--- src/rtl/pes_pkg.sv ---
// Package: shared types for the peripheral enable sequencer.
// Assumes: nothing; state encoding is internal to the block.
package pes_pkg;
    typedef enum logic [1:0] {
        SQ_IDLE   = 2'd0,
        SQ_SETTLE = 2'd1,
        SQ_STABLE = 2'd2
    } seq_state_t;
endpackage

--- src/rtl/pes_wait_cnt.sv ---
// Module: pes_wait_cnt
// Down-counter used to time the settle and stabilisation waits.
// Assumes: a load value of N-1 gives a wait of N cycles before zero_o is seen.
module pes_wait_cnt #(
    parameter int CW = 8
) (
    input  logic          clk,
    input  logic          rst_n,
    input  logic          load_i,
    input  logic [CW-1:0] load_val_i,
    output logic          zero_o
);
    logic [CW-1:0] cnt_q;

    // Load a new interval or count down towards zero.
    always_ff @(posedge clk) begin
        if (!rst_n) begin
            cnt_q <= '0;
        end else if (load_i) begin
            cnt_q <= load_val_i;
        end else if (cnt_q != '0) begin
            cnt_q <= cnt_q - 1'b1;
        end
    end

    // Zero flag for the sequencer.
    assign zero_o = (cnt_q == '0);
endmodule

--- src/rtl/pes_fsm.sv ---
// Module: pes_fsm
// Sequencing state machine: reset assert, settle wait, clock on,
// stabilisation wait, reset release. Disable only stops the clock.
// Assumes: SETTLE_CYCLES and STABLE_CYCLES are at least 1 and fit in CW bits.
module pes_fsm
    import pes_pkg::*;
#(
    parameter bit HAS_RESET_LINE = 1'b1,
    parameter int SETTLE_CYCLES  = 4,
    parameter int STABLE_CYCLES  = 8,
    parameter int CW             = 8
) (
    input  logic          clk,
    input  logic          rst_n,
    input  logic          en_req_i,
    input  logic          dis_req_i,
    input  logic          cnt_zero_i,
    output logic          cnt_load_o,
    output logic [CW-1:0] cnt_val_o,
    output logic          clk_on_o,
    output logic          rst_on_o,
    output logic          busy_o,
    output logic          done_o
);
    localparam logic [CW-1:0] SETTLE_LD = CW'(SETTLE_CYCLES - 1);
    localparam logic [CW-1:0] STABLE_LD = CW'(STABLE_CYCLES - 1);
    localparam logic          RST_INIT  = HAS_RESET_LINE;

    seq_state_t state_q;
    logic       clk_on_q, rst_on_q, done_q;
    logic       running;
    logic       start_seq;

    // Peripheral counts as enabled when clocked and out of reset.
    assign running   = clk_on_q && !rst_on_q;
    assign start_seq = (state_q == SQ_IDLE) && en_req_i && !running && HAS_RESET_LINE;

    // Counter load strobe and interval selection.
    always_comb begin
        cnt_load_o = start_seq || ((state_q == SQ_SETTLE) && cnt_zero_i);
        cnt_val_o  = (state_q == SQ_IDLE) ? SETTLE_LD : STABLE_LD;
    end

    // State, control outputs and completion pulse.
    always_ff @(posedge clk) begin
        if (!rst_n) begin
            state_q  <= SQ_IDLE;
            clk_on_q <= 1'b0;
            rst_on_q <= RST_INIT;
            done_q   <= 1'b0;
        end else begin
            done_q <= 1'b0;
            case (state_q)
                SQ_IDLE: begin
                    if (en_req_i) begin
                        if (running) begin
                            done_q <= 1'b1;
                        end else if (HAS_RESET_LINE) begin
                            rst_on_q <= 1'b1;
                            state_q  <= SQ_SETTLE;
                        end else begin
                            clk_on_q <= 1'b1;
                            done_q   <= 1'b1;
                        end
                    end else if (dis_req_i) begin
                        clk_on_q <= 1'b0;
                        done_q   <= 1'b1;
                    end
                end
                SQ_SETTLE: begin
                    if (cnt_zero_i) begin
                        clk_on_q <= 1'b1;
                        state_q  <= SQ_STABLE;
                    end
                end
                SQ_STABLE: begin
                    if (cnt_zero_i) begin
                        rst_on_q <= 1'b0;
                        done_q   <= 1'b1;
                        state_q  <= SQ_IDLE;
                    end
                end
                default: state_q <= SQ_IDLE;
            endcase
        end
    end

    assign clk_on_o = clk_on_q;
    assign rst_on_o = rst_on_q;
    assign busy_o   = (state_q != SQ_IDLE);
    assign done_o   = done_q;

    // the clock may only come on while reset is held (reset-line variant).
    assert_clk_under_reset_R3: assert property (@(posedge clk) disable iff (!rst_n)
        (HAS_RESET_LINE && $rose(clk_on_q)) |-> rst_on_q);

    // reset is released only with the clock running, and completion is flagged.
    assert_release_after_clock_R4: assert property (@(posedge clk) disable iff (!rst_n)
        $fell(rst_on_q) |-> (clk_on_q && done_q));

    // an idle disable stops the clock and leaves reset as it was.
    assert_disable_keeps_reset_R7: assert property (@(posedge clk) disable iff (!rst_n)
        (state_q == SQ_IDLE && dis_req_i && !en_req_i) |=> ($stable(rst_on_q) && !clk_on_q));

    // during the settle wait requests change nothing.
    assert_settle_ignores_req_R8: assert property (@(posedge clk) disable iff (!rst_n)
        (state_q == SQ_SETTLE && !cnt_zero_i) |=>
            (state_q == SQ_SETTLE && $stable(clk_on_q) && rst_on_q));
endmodule

--- src/rtl/pes_gate_drv.sv ---
// Module: pes_gate_drv
// Applies the per-instance enable polarity to the clock gate control.
// Assumes: clk_on_i is 1 when the peripheral clock should run.
module pes_gate_drv #(
    parameter bit CLK_ACTIVE_LOW = 1'b0
) (
    input  logic clk_on_i,
    output logic clk_gate_o
);
    generate
        if (CLK_ACTIVE_LOW) begin : g_low
            // Inverted gate: clearing the bit runs the clock.
            assign clk_gate_o = ~clk_on_i;
        end else begin : g_high
            // Direct gate: setting the bit runs the clock.
            assign clk_gate_o = clk_on_i;
        end
    endgenerate
endmodule

--- src/rtl/periph_enable_seq.sv ---
// Module: periph_enable_seq (top)
// Sequences one peripheral's reset and clock controls on enable/disable requests.
// Assumes: wait parameters are in clock cycles, each at least 1.
module periph_enable_seq #(
    parameter bit HAS_RESET_LINE = 1'b1,
    parameter bit CLK_ACTIVE_LOW = 1'b0,
    parameter int SETTLE_CYCLES  = 25000,
    parameter int STABLE_CYCLES  = 2500000
) (
    input  logic clk,
    input  logic rst_n,
    input  logic en_req_i,
    input  logic dis_req_i,
    output logic periph_rst_o,
    output logic clk_gate_o,
    output logic busy_o,
    output logic done_o
);
    localparam int MAX_WAIT = (SETTLE_CYCLES > STABLE_CYCLES) ? SETTLE_CYCLES : STABLE_CYCLES;
    localparam int CW       = $clog2(MAX_WAIT + 1) + 1;

    logic          cnt_load, cnt_zero, clk_on;
    logic [CW-1:0] cnt_val;

    pes_wait_cnt #(.CW(CW)) u_cnt (
        .clk        (clk),
        .rst_n      (rst_n),
        .load_i     (cnt_load),
        .load_val_i (cnt_val),
        .zero_o     (cnt_zero)
    );

    pes_fsm #(
        .HAS_RESET_LINE (HAS_RESET_LINE),
        .SETTLE_CYCLES  (SETTLE_CYCLES),
        .STABLE_CYCLES  (STABLE_CYCLES),
        .CW             (CW)
    ) u_fsm (
        .clk        (clk),
        .rst_n      (rst_n),
        .en_req_i   (en_req_i),
        .dis_req_i  (dis_req_i),
        .cnt_zero_i (cnt_zero),
        .cnt_load_o (cnt_load),
        .cnt_val_o  (cnt_val),
        .clk_on_o   (clk_on),
        .rst_on_o   (periph_rst_o),
        .busy_o     (busy_o),
        .done_o     (done_o)
    );

    pes_gate_drv #(.CLK_ACTIVE_LOW(CLK_ACTIVE_LOW)) u_gate (
        .clk_on_i   (clk_on),
        .clk_gate_o (clk_gate_o)
    );
endmodule

--- config.mk ---
export PLATFORM = sky130hd
export DESIGN_NAME = periph_enable_seq
export DESIGN_NICKNAME = d
export VERILOG_FILES = /design/src/rtl/pes_pkg.sv /design/src/rtl/pes_wait_cnt.sv /design/src/rtl/pes_fsm.sv /design/src/rtl/pes_gate_drv.sv /design/src/rtl/periph_enable_seq.sv
export SDC_FILE = /design/constraint.sdc
export NUM_CORES = 1
export LEC_CHECK = 0
export ABC_AREA = 1
export BUFFER_PORTS_ARGS = -buffer_cell sky130_fd_sc_hd__buf_2
export CAP_MARGIN = 20
export CORE_MARGIN = 4
export CORE_UTILIZATION = 34
export CTS_CLUSTER_DIAMETER = 50
export CTS_CLUSTER_SIZE = 12
export DETAILED_ROUTE_END_ITERATION = 7
export PLACE_DENSITY_LB_ADDON = 0.15
export RECOVER_POWER = 100
export REMOVE_ABC_BUFFERS = 1
export SKIP_LAST_GASP = 1
export SLEW_MARGIN = 20
export SYNTH_ARGS = -nofsm -noshare
export SYNTH_HDL_FRONTEND = slang
export SYNTH_SLANG_ARGS = --single-unit
--- constraint.sdc ---
create_clock -name clk -period 3.7 [get_ports clk]
set_clock_uncertainty 0.05 [all_clocks]
set_input_delay 0.925 -clock clk [delete_from_list [all_inputs] [get_ports clk]]
set_output_delay 0.925 -clock clk [all_outputs]
set_load 0.02 [all_outputs]
==> impl_metrics.prom, run 1 <==
# TYPE chip_impl_metric gauge
chip_impl_info{name="status",value="finished clean"} 1
chip_impl_metric{name="drt.antenna.violating_nets",unit=""} 0
chip_impl_info{name="crit_slowest_cell",value="sky130_fd_sc_hd__nor2_1"} 1
chip_impl_metric{name="cts.reportedPaths.clkPinSlew",unit="ns"} 0.10
chip_impl_info{name="worst_r2r_endpoint",value="u_cnt.cnt_q[11]"} 1
chip_impl_metric{name="synth_seq_cells",unit=""} 28
chip_impl_metric{name="period_minus_slack",unit="ns"} 2.17
chip_impl_info{name="synth_ff_type",value="sky130_fd_sc_hd__dfxtp_1"} 1
chip_impl_info{name="worst_setup_path_end_kind",value="register"} 1
chip_impl_metric{name="grt_max_degree",unit=""} 20
chip_impl_metric{name="rrSetupSlack",unit="ns"} 1.53
chip_impl_metric{name="wire_length_of_the_first_global_routing_pass",unit="um"} 7510
chip_impl_metric{name="drc",unit=""} 0
chip_impl_metric{name="vias_per_cell",unit=""} 4.72
chip_impl_metric{name="number_of_flops_mapped_to_enable_cells_by_yosys",unit=""} 0
chip_impl_metric{name="final-setup-viol-count",unit=""} 0
chip_impl_metric{name="cts_hold_repair.buffers",unit=""} 0
chip_impl_metric{name="routability_driven_placement_congestion_ratio",unit=""} 0.808
chip_impl_info{name="cts_tree",value="yes"} 1
chip_impl_metric{name="diodes",unit=""} 0
chip_impl_metric{name="detail_route.wl_per_cell",unit="um"} 12.9
chip_impl_metric{name="floorplan.io_pins",unit=""} 8
chip_impl_metric{name="grt-ovfl-total",unit=""} 0
chip_impl_metric{name="gr_util_all_layers",unit=""} 0.150
chip_impl_info{name="endpoint",value="u_cnt.cnt_q[11]"} 1
chip_impl_metric{name="post_route_cells_drive_above_1_share",unit=""} 0.135
chip_impl_metric{name="crit_fanout",unit=""} 8
chip_impl_metric{name="synth_cell_types",unit=""} 29
chip_impl_metric{name="tightest_slew",unit="ns"} 0.571
chip_impl_metric{name="power_density",unit="nW/um^2"} 533
chip_impl_metric{name="numClockSinks",unit=""} 28
chip_impl_info{name="cells_along_the_critical_path",value="inv_1 > ha_1 > nand2_1 > nor2_2 > nand3_1 > nor2_1 > nor2_1 > nand2_1 > a21oi_1"} 1
chip_impl_info{name="synth_commonest_cells",value="sky130_fd_sc_hd__nand2_1, sky130_fd_sc_hd__nor2_1, sky130_fd_sc_hd__dfxtp_1, sky130_fd_sc_hd__inv_1, sky130_fd_sc_hd__nand3_1"} 1
chip_impl_metric{name="first_iter_violations",unit=""} 82
chip_impl_metric{name="initial_utilization",unit=""} 0.354
chip_impl_info{name="critical_path.reg2reg.startpoint",value="u_cnt.cnt_q[0]"} 1
chip_impl_metric{name="hold_viol_final",unit=""} 0
chip_impl_info{name="cts_root_buffer",value="sky130_fd_sc_hd__clkbuf_8"} 1
chip_impl_metric{name="tns",unit="ns"} 0
chip_impl_metric{name="synth_area_per_cell",unit="sq um"} 6.84
chip_impl_metric{name="crit_cells",unit=""} 9
chip_impl_metric{name="critical_path_arrival",unit="ns"} 2.33
chip_impl_info{name="synth_most_common_cell",value="sky130_fd_sc_hd__nand2_1"} 1
chip_impl_info{name="setup.worst_path.class",value="register to register"} 1
chip_impl_metric{name="achievable-frequency",unit="GHz"} 0.462
chip_impl_metric{name="synth_top_area_frac",unit=""} 0.308
chip_impl_info{name="synth_top_area_cell",value="sky130_fd_sc_hd__dfxtp_1"} 1
chip_impl_metric{name="antenna_violations_before_repair",unit=""} 0
chip_impl_metric{name="detailroute.via_count",unit=""} 1627
chip_impl_metric{name="leakage",unit="nW"} 0.913
chip_impl_metric{name="die_width",unit="um"} 81.2
chip_impl_metric{name="clock_insertion_delay_worst_skew",unit="ns"} 0.28
chip_impl_info{name="setup_repair_after_global_routing_missed_its_margin",value="no"} 1
chip_impl_metric{name="synthCells",unit=""} 266
chip_impl_metric{name="cts_max_path_buffers",unit=""} 2
chip_impl_metric{name="core_area",unit="sq um"} 5140
chip_impl_metric{name="grt_pass1_vias",unit=""} 1563
chip_impl_metric{name="final_nets",unit=""} 282
chip_impl_info{name="min-delay-path-class",value="register to register"} 1
chip_impl_metric{name="yosysSeqAreaShare",unit=""} 0.308
chip_impl_metric{name="synth-async-reset-ratio",unit=""} 0
chip_impl_metric{name="drt-pass1-iter-count",unit=""} 4
chip_impl_info{name="crit_path_start",value="u_cnt.cnt_q[0]"} 1
chip_impl_metric{name="postCtsSetupRepairBufs",unit=""} 0
chip_impl_metric{name="drt_wl_total",unit="um"} 4440
chip_impl_metric{name="path_buf_inv",unit=""} 1
chip_impl_metric{name="final_core_utilization",unit=""} 0.376
chip_impl_metric{name="fin_crit_sh",unit=""} 0.585
chip_impl_metric{name="floorplan.die.height",unit="um"} 81.2
chip_impl_metric{name="cts_repair_resize_count",unit=""} 0
chip_impl_metric{name="floorplan.rows",unit=""} 26
chip_impl_metric{name="slew_viol_final",unit=""} 0
chip_impl_metric{name="synth-warning-count",unit=""} 0
chip_impl_metric{name="clock_tree.htree_level_count",unit=""} 1
chip_impl_info{name="setup.worst_path.start_class",value="register"} 1
chip_impl_info{name="netlist_top_cells_area",value="sky130_fd_sc_hd__dfxtp_1, sky130_fd_sc_hd__nand2_1, sky130_fd_sc_hd__nor2_1, sky130_fd_sc_hd__inv_1, sky130_fd_sc_hd__nand3_1"} 1
chip_impl_metric{name="buffer_ports.inserted",unit=""} 7
chip_impl_metric{name="mappedNetlistArea",unit="sq um"} 1820
chip_impl_metric{name="slew-limit-headroom",unit=""} 0.617
chip_impl_metric{name="cts-buffers-inserted",unit=""} 3
chip_impl_metric{name="cap_violations",unit=""} 0
chip_impl_metric{name="ff_to_ff_path_depth",unit=""} 9
chip_impl_metric{name="syn2layout_area_growth",unit="%"} 6.26
chip_impl_metric{name="detailedPlacementHpwl",unit="um"} 3540
chip_impl_info{name="cpLargestDelayFamily",value="simple AND/OR/NAND/NOR gates"} 1
chip_impl_metric{name="vdd_ir_drop_max",unit="V"} 0.000302
chip_impl_metric{name="critical_path_required",unit="ns"} 3.86
chip_impl_metric{name="die_outline_area",unit="sq um"} 6590
chip_impl_metric{name="max_stage_delay",unit="ns"} 0.41
[flip-flops by register name (all words and copies together), names as in the netlist]
signal          flops
u_fsm.rst_on_o      1
u_fsm.clk_on_o      1
u_fsm.state_q       2
u_cnt.cnt_q        23
u_fsm.done_o        1
[stage by stage]
stage | total power, mW | cells | setup slack (ns) | instance area, sq um | hold slack (ns)
finish | 1.03 | 345 | 1.53 | 1930 | 0.441
floorplan | 0.726 | 264 | 2.02 | 1810 | 0.389
CTS | 1.06 | 345 | 1.73 | 2000 | 0.448
global route | 1.12 | 345 | 1.30 | 1930 | 0.472
detailed placement | 0.815 | 341 | 1.58 | 1930 | 0.423
global placement | 0.814 | 341 | 1.65 | 1930 | 0.405
[kinds of logic (layout without fill, tap and decap cells)]
group / count (synthesis) / after routing / synth area share
buffers and inverters: 37 / 46 / 0.0784
xor gates and xnor gates: 9 / 9 / 0.0433
and+or+nand+nor: 165 / 165 / 0.477
DFF: 28 / 28 / 0.308
AOI/OAI and AO/OA: 25 / 25 / 0.0798
adders and majority gates: 2 / 2 / 0.0138
[layout make-up]
type                    count  area (sq um)
clock buffers               3          41.3
clock inverters             1          30.0
fillers                   592          3210
inverters                  35           131
multi-input cells         201          1050
flip-flops and latches     28           561
well taps                  70          87.6
repair buffers              7          28.8
[tightest hold or removal path, cell delays in order (launching register included)]
cell and delay [ns]:
sky130_fd_sc_hd__dfxtp_1 0.34, sky130_fd_sc_hd__nor2_1 0.05, sky130_fd_sc_hd__nor2_1 0.07
[routing by layer]
metal,share of wire,routed length (um),global-route usage
met1,0.50,2230,0.202
met2,0.46,2040,0.249
met3,0.027,122,0.0299
met4,0.012,53,0.0270
met5,0,0,0
[cell usage in the layout (no fill, tap or decap)]
master,count
sky130_fd_sc_hd__buf_2,2
sky130_fd_sc_hd__clkinv_1,1
sky130_fd_sc_hd__o21ai_1,2
sky130_fd_sc_hd__xor2_1,6
sky130_fd_sc_hd__a21oi_1,15
sky130_fd_sc_hd__o22a_1,1
sky130_fd_sc_hd__nand3_1,24
sky130_fd_sc_hd__xnor2_1,3
sky130_fd_sc_hd__inv_2,4
sky130_fd_sc_hd__nor2_1,50
sky130_fd_sc_hd__nand3_4,1
sky130_fd_sc_hd__nand4_2,1
sky130_fd_sc_hd__nand2_1,58
sky130_fd_sc_hd__nand2_4,2
sky130_fd_sc_hd__nor3b_1,1
sky130_fd_sc_hd__a21oi_2,1
sky130_fd_sc_hd__o21ai_2,2
sky130_fd_sc_hd__o21ai_0,2
sky130_fd_sc_hd__clkbuf_1,5
sky130_fd_sc_hd__nand4_1,8
sky130_fd_sc_hd__inv_1,30
sky130_fd_sc_hd__nand2_2,4
sky130_fd_sc_hd__clkbuf_8,3
sky130_fd_sc_hd__dfxtp_1,28
sky130_fd_sc_hd__nor2_8,1
sky130_fd_sc_hd__ha_1,2
sky130_fd_sc_hd__nor2_2,9
sky130_fd_sc_hd__bufinv_16,1
sky130_fd_sc_hd__o31ai_1,2
sky130_fd_sc_hd__nor2_4,6
[worst min-delay path by stage]
stage / startpoint / end / cells after the start
3_5_place_dp: u_cnt.cnt_q[0] / u_cnt.cnt_q[0] / 2
2_1_floorplan: u_cnt.cnt_q[0] / u_cnt.cnt_q[0] / 2
3_3_place_gp: u_cnt.cnt_q[0] / u_cnt.cnt_q[0] / 2
5_1_grt: u_cnt.cnt_q[0] / u_cnt.cnt_q[0] / 2
6_report: u_cnt.cnt_q[0] / u_cnt.cnt_q[0] / 2
4_1_cts: u_cnt.cnt_q[0] / u_cnt.cnt_q[0] / 2
[where the power goes]
part	leakage, nW	total, mW	internal (mW)	switching [mW]
sequential	0.229	0.372	0.334	0.0372
combinational	0.648	0.414	0.136	0.278
clock	0.0357	0.246	0.145	0.101
total	0.913	1.03	0.615	0.416
(Power assumes the default switching activity.)
==> run 2: changes to the inputs <==
- ABC_AREA: 1 -> 0
- clock period: 3.7 -> 1.8 ns (I/O delays scaled with it)
==> run 2 against run 1 <==
Worst hold slack lost 0.033 ns. Count of clock-buffer cells in the layout is the same. Highest routed layer unchanged. Cell count shrank 16%. The flow now finishes with violations (setup timing). Clock power grew 110%. Utilization grew 16 points. Sequential cell count is the same. Synthesized area shrank 18%. Total power grew 100%.
==> impl_metrics.prom, run 2 <==
# TYPE chip_impl_metric gauge
chip_impl_metric{name="cts_max_path_buffers",unit=""} 2
chip_impl_metric{name="critical_path_required",unit="ns"} 1.94
chip_impl_info{name="setup_repair_after_global_routing_missed_its_margin",value="yes"} 1
chip_impl_metric{name="die_outline_area",unit="sq um"} 5520
chip_impl_metric{name="floorplan.die.height",unit="um"} 74.3
chip_impl_metric{name="first_iter_violations",unit=""} 64
chip_impl_metric{name="buffer_ports.inserted",unit=""} 7
chip_impl_metric{name="worstHoldPathCells",unit=""} 2
chip_impl_info{name="registers.top_by_ff_count",value="u_cnt.cnt_q"} 1
chip_impl_metric{name="synthCells",unit=""} 173
chip_impl_metric{name="largest_register_ffs",unit=""} 23
chip_impl_metric{name="drc",unit=""} 0
chip_impl_metric{name="clock_insertion_delay_worst_skew",unit="ns"} 0.28
chip_impl_info{name="layout_top_registers",value="u_cnt.cnt_q x23, u_fsm.state_q x2"} 1
chip_impl_metric{name="fillers",unit=""} 378
chip_impl_metric{name="crit_fanout",unit=""} 8
chip_impl_info{name="synth_commonest_cells",value="sky130_fd_sc_hd__dfxtp_1, sky130_fd_sc_hd__a21oi_1, sky130_fd_sc_hd__nand2_1, sky130_fd_sc_hd__o21ai_0"} 1
chip_impl_metric{name="cts-buffers-inserted",unit=""} 3
chip_impl_metric{name="synth_area_per_cell",unit="sq um"} 8.64
chip_impl_metric{name="leakage",unit="nW"} 0.923
chip_impl_info{name="violations",value="setup timing"} 1
chip_impl_metric{name="synth-async-reset-ratio",unit=""} 0
chip_impl_info{name="setup.worst_path.start_class",value="register"} 1
chip_impl_info{name="synth_top_area_cell",value="sky130_fd_sc_hd__dfxtp_1"} 1
chip_impl_info{name="synth_most_common_cell",value="sky130_fd_sc_hd__dfxtp_1"} 1
chip_impl_info{name="netlist_top_cells_area",value="sky130_fd_sc_hd__dfxtp_1, sky130_fd_sc_hd__a21oi_1, sky130_fd_sc_hd__o21ai_0, sky130_fd_sc_hd__nand2_1, sky130_fd_sc_hd__nor4_1"} 1
chip_impl_metric{name="drt-pass1-iter-count",unit=""} 4
chip_impl_info{name="cts_root_buffer",value="sky130_fd_sc_hd__clkbuf_8"} 1
chip_impl_metric{name="grt_max_degree",unit=""} 17
chip_impl_metric{name="vdd_ir_drop_max",unit="V"} 0.000426
chip_impl_metric{name="floorplan.io_pins",unit=""} 8
chip_impl_metric{name="multi_input_comb_area",unit="sq um"} 936
chip_impl_metric{name="synth_cell_types",unit=""} 48
chip_impl_metric{name="final_core_utilization",unit=""} 0.538
chip_impl_metric{name="detailedPlacementHpwl",unit="um"} 3270
chip_impl_info{name="min-delay-path-class",value="input pin to register"} 1
chip_impl_metric{name="vias_per_cell",unit=""} 5.44
chip_impl_metric{name="yosysSeqAreaShare",unit=""} 0.375
chip_impl_metric{name="core_area",unit="sq um"} 4120
chip_impl_metric{name="drt.antenna.violating_nets",unit=""} 0
chip_impl_metric{name="stdcell_area",unit="sq um"} 2210
chip_impl_metric{name="detail_route.wl_per_cell",unit="um"} 15.1
chip_impl_metric{name="routability_driven_placement_congestion_ratio",unit=""} 0.882
chip_impl_info{name="synth_ff_type",value="sky130_fd_sc_hd__dfxtp_1"} 1
chip_impl_metric{name="cells_after_dpl",unit=""} 278
chip_impl_metric{name="placement.cell_area",unit="sq um"} 1950
chip_impl_metric{name="period_minus_slack",unit="ns"} 2.27
chip_impl_metric{name="fin_crit_sh",unit=""} 1.26
chip_impl_metric{name="floorplan.rows",unit=""} 23
chip_impl_metric{name="diodes",unit=""} 0
chip_impl_info{name="cts_tree",value="yes"} 1
chip_impl_metric{name="mappedNetlistArea",unit="sq um"} 1500
chip_impl_metric{name="regArea",unit="sq um"} 562
chip_impl_metric{name="syn2layout_area_growth",unit="%"} 47.9
chip_impl_metric{name="cts_hold_repair.buffers",unit=""} 0
chip_impl_metric{name="grt-ovfl-total",unit=""} 0
chip_impl_metric{name="die_width",unit="um"} 74.3
chip_impl_metric{name="number_of_flops_mapped_to_enable_cells_by_yosys",unit=""} 0
chip_impl_metric{name="gr_util_all_layers",unit=""} 0.175
chip_impl_info{name="mostFrequentLayoutCell",value="sky130_fd_sc_hd__buf_4"} 1
chip_impl_metric{name="cts.reportedPaths.clkPinSlew",unit="ns"} 0.10
chip_impl_metric{name="critical_path_arrival",unit="ns"} 2.41
chip_impl_metric{name="cap_violations",unit=""} 0
chip_impl_metric{name="achievable-frequency",unit="GHz"} 0.441
chip_impl_metric{name="final_nets",unit=""} 248
chip_impl_metric{name="slew_viol_final",unit=""} 0
chip_impl_info{name="final_cell_mix",value="sky130_fd_sc_hd__buf_4, sky130_fd_sc_hd__dfxtp_1, sky130_fd_sc_hd__a21oi_1"} 1
chip_impl_metric{name="tns",unit="ns"} -10.44
chip_impl_metric{name="post-layout-total-power",unit="mW"} 2.09
chip_impl_metric{name="wire_length_of_the_first_global_routing_pass",unit="um"} 7490
chip_impl_metric{name="post_route_cells_drive_above_1_share",unit=""} 0.402
chip_impl_metric{name="grt_pass1_vias",unit=""} 1603
chip_impl_metric{name="detailroute.via_count",unit=""} 1582
chip_impl_metric{name="tightest_slew",unit="ns"} 0.437
chip_impl_metric{name="final-instance-count-excl-fill",unit=""} 291
chip_impl_metric{name="slew-limit-headroom",unit=""} 0.705
chip_impl_info{name="worst_setup_path_end_kind",value="register"} 1
chip_impl_metric{name="timing.final.ws_setup",unit="ns"} -0.469
chip_impl_metric{name="final-setup-viol-count",unit=""} 28
chip_impl_info{name="setup.worst_path.class",value="register to register"} 1
chip_impl_metric{name="power_density",unit="nW/um^2"} 944
chip_impl_metric{name="antenna_violations_before_repair",unit=""} 0
chip_impl_metric{name="synth_seq_cells",unit=""} 28
chip_impl_metric{name="synth-warning-count",unit=""} 0
chip_impl_metric{name="numClockSinks",unit=""} 28
chip_impl_metric{name="ff_to_ff_path_depth",unit=""} 9
chip_impl_info{name="status",value="finished, violations left"} 1
chip_impl_metric{name="initial_utilization",unit=""} 0.363
chip_impl_metric{name="drt_wl_total",unit="um"} 4380
chip_impl_metric{name="synth_top_area_frac",unit=""} 0.375
chip_impl_metric{name="clock_tree.htree_level_count",unit=""} 1
chip_impl_metric{name="hold_viol_final",unit=""} 0
run 2: stage by stage:
step / worst slack [ns] / hold WS (ns)
finish: -0.469 / 0.407
floorplan: -0.508 / 0.386
CTS: -0.459 / 0.409
detailed placement: -0.530 / 0.432
global route: -0.592 / 0.407
global placement: -0.502 / 0.424
run 2: power by group:
group	leakage (nW)	internal, mW	switching [mW]
logic	0.658	0.441	0.423
clock network	0.0357	0.298	0.210
registers	0.229	0.677	0.0391
total	0.923	1.42	0.672
run 2: cells by family (layout without fill, tap and decap cells):
family	count (synthesis)	in the layout	synth area share
simple gates	71	71	0.285
compound gates	53	53	0.225
flops	28	28	0.375
buf+inv	12	80	0.0569
xor+xnor	7	7	0.0410
fa+ha+maj	2	2	0.0167
run 2: final cells by class:
type,instances,area share
sequential,28,0.254
timing repair buffer,71,0.254
clock inverter,1,0.0136
multi-input combinational,133,0.423
inverter,5,0.00848
tap,50,0.0283
clock buffer,3,0.0187
run 2: repair_timing:
item / 4_1_cts / 5_1_grt
pin swaps: 7 / 15
setup endpoints to repair: 28 / 28
setup buffers: 8 / 1
resized for setup: 20 / 17
run 2: critical path, stage by stage, from the launching register on:
cell                      delay [ns]
sky130_fd_sc_hd__dfxtp_2        0.34
sky130_fd_sc_hd__inv_2          0.05
sky130_fd_sc_hd__ha_1           0.12
sky130_fd_sc_hd__or4b_4         0.46
sky130_fd_sc_hd__or4_4          0.49
sky130_fd_sc_hd__buf_6          0.16
sky130_fd_sc_hd__nor2_8         0.17
sky130_fd_sc_hd__buf_6          0.12
sky130_fd_sc_hd__a21oi_1        0.03
sky130_fd_sc_hd__o21a_1         0.17
run 2: worst paths after layout:
path | from | endpoint | slack, ns
setup reg to reg | u_cnt.cnt_q[0] | u_cnt.cnt_q[14] | -0.47
setup / recovery | u_cnt.cnt_q[0] | u_cnt.cnt_q[14] | -0.47
hold reg to reg | u_fsm.rst_on_o | u_fsm.rst_on_o | 0.45
hold / removal | rst_n | u_cnt.cnt_q[1] | 0.41
run 2: per-layer routing:
metal / vias up / GRT usage / routed length [um]
met4: 0 / 0.0395 / 29
met5: - / 0 / 0
met1: 770 / 0.212 / 1950
met2: 29 / 0.325 / 2230
met3: 2 / 0.0284 / 166
li1: 781 / - / -
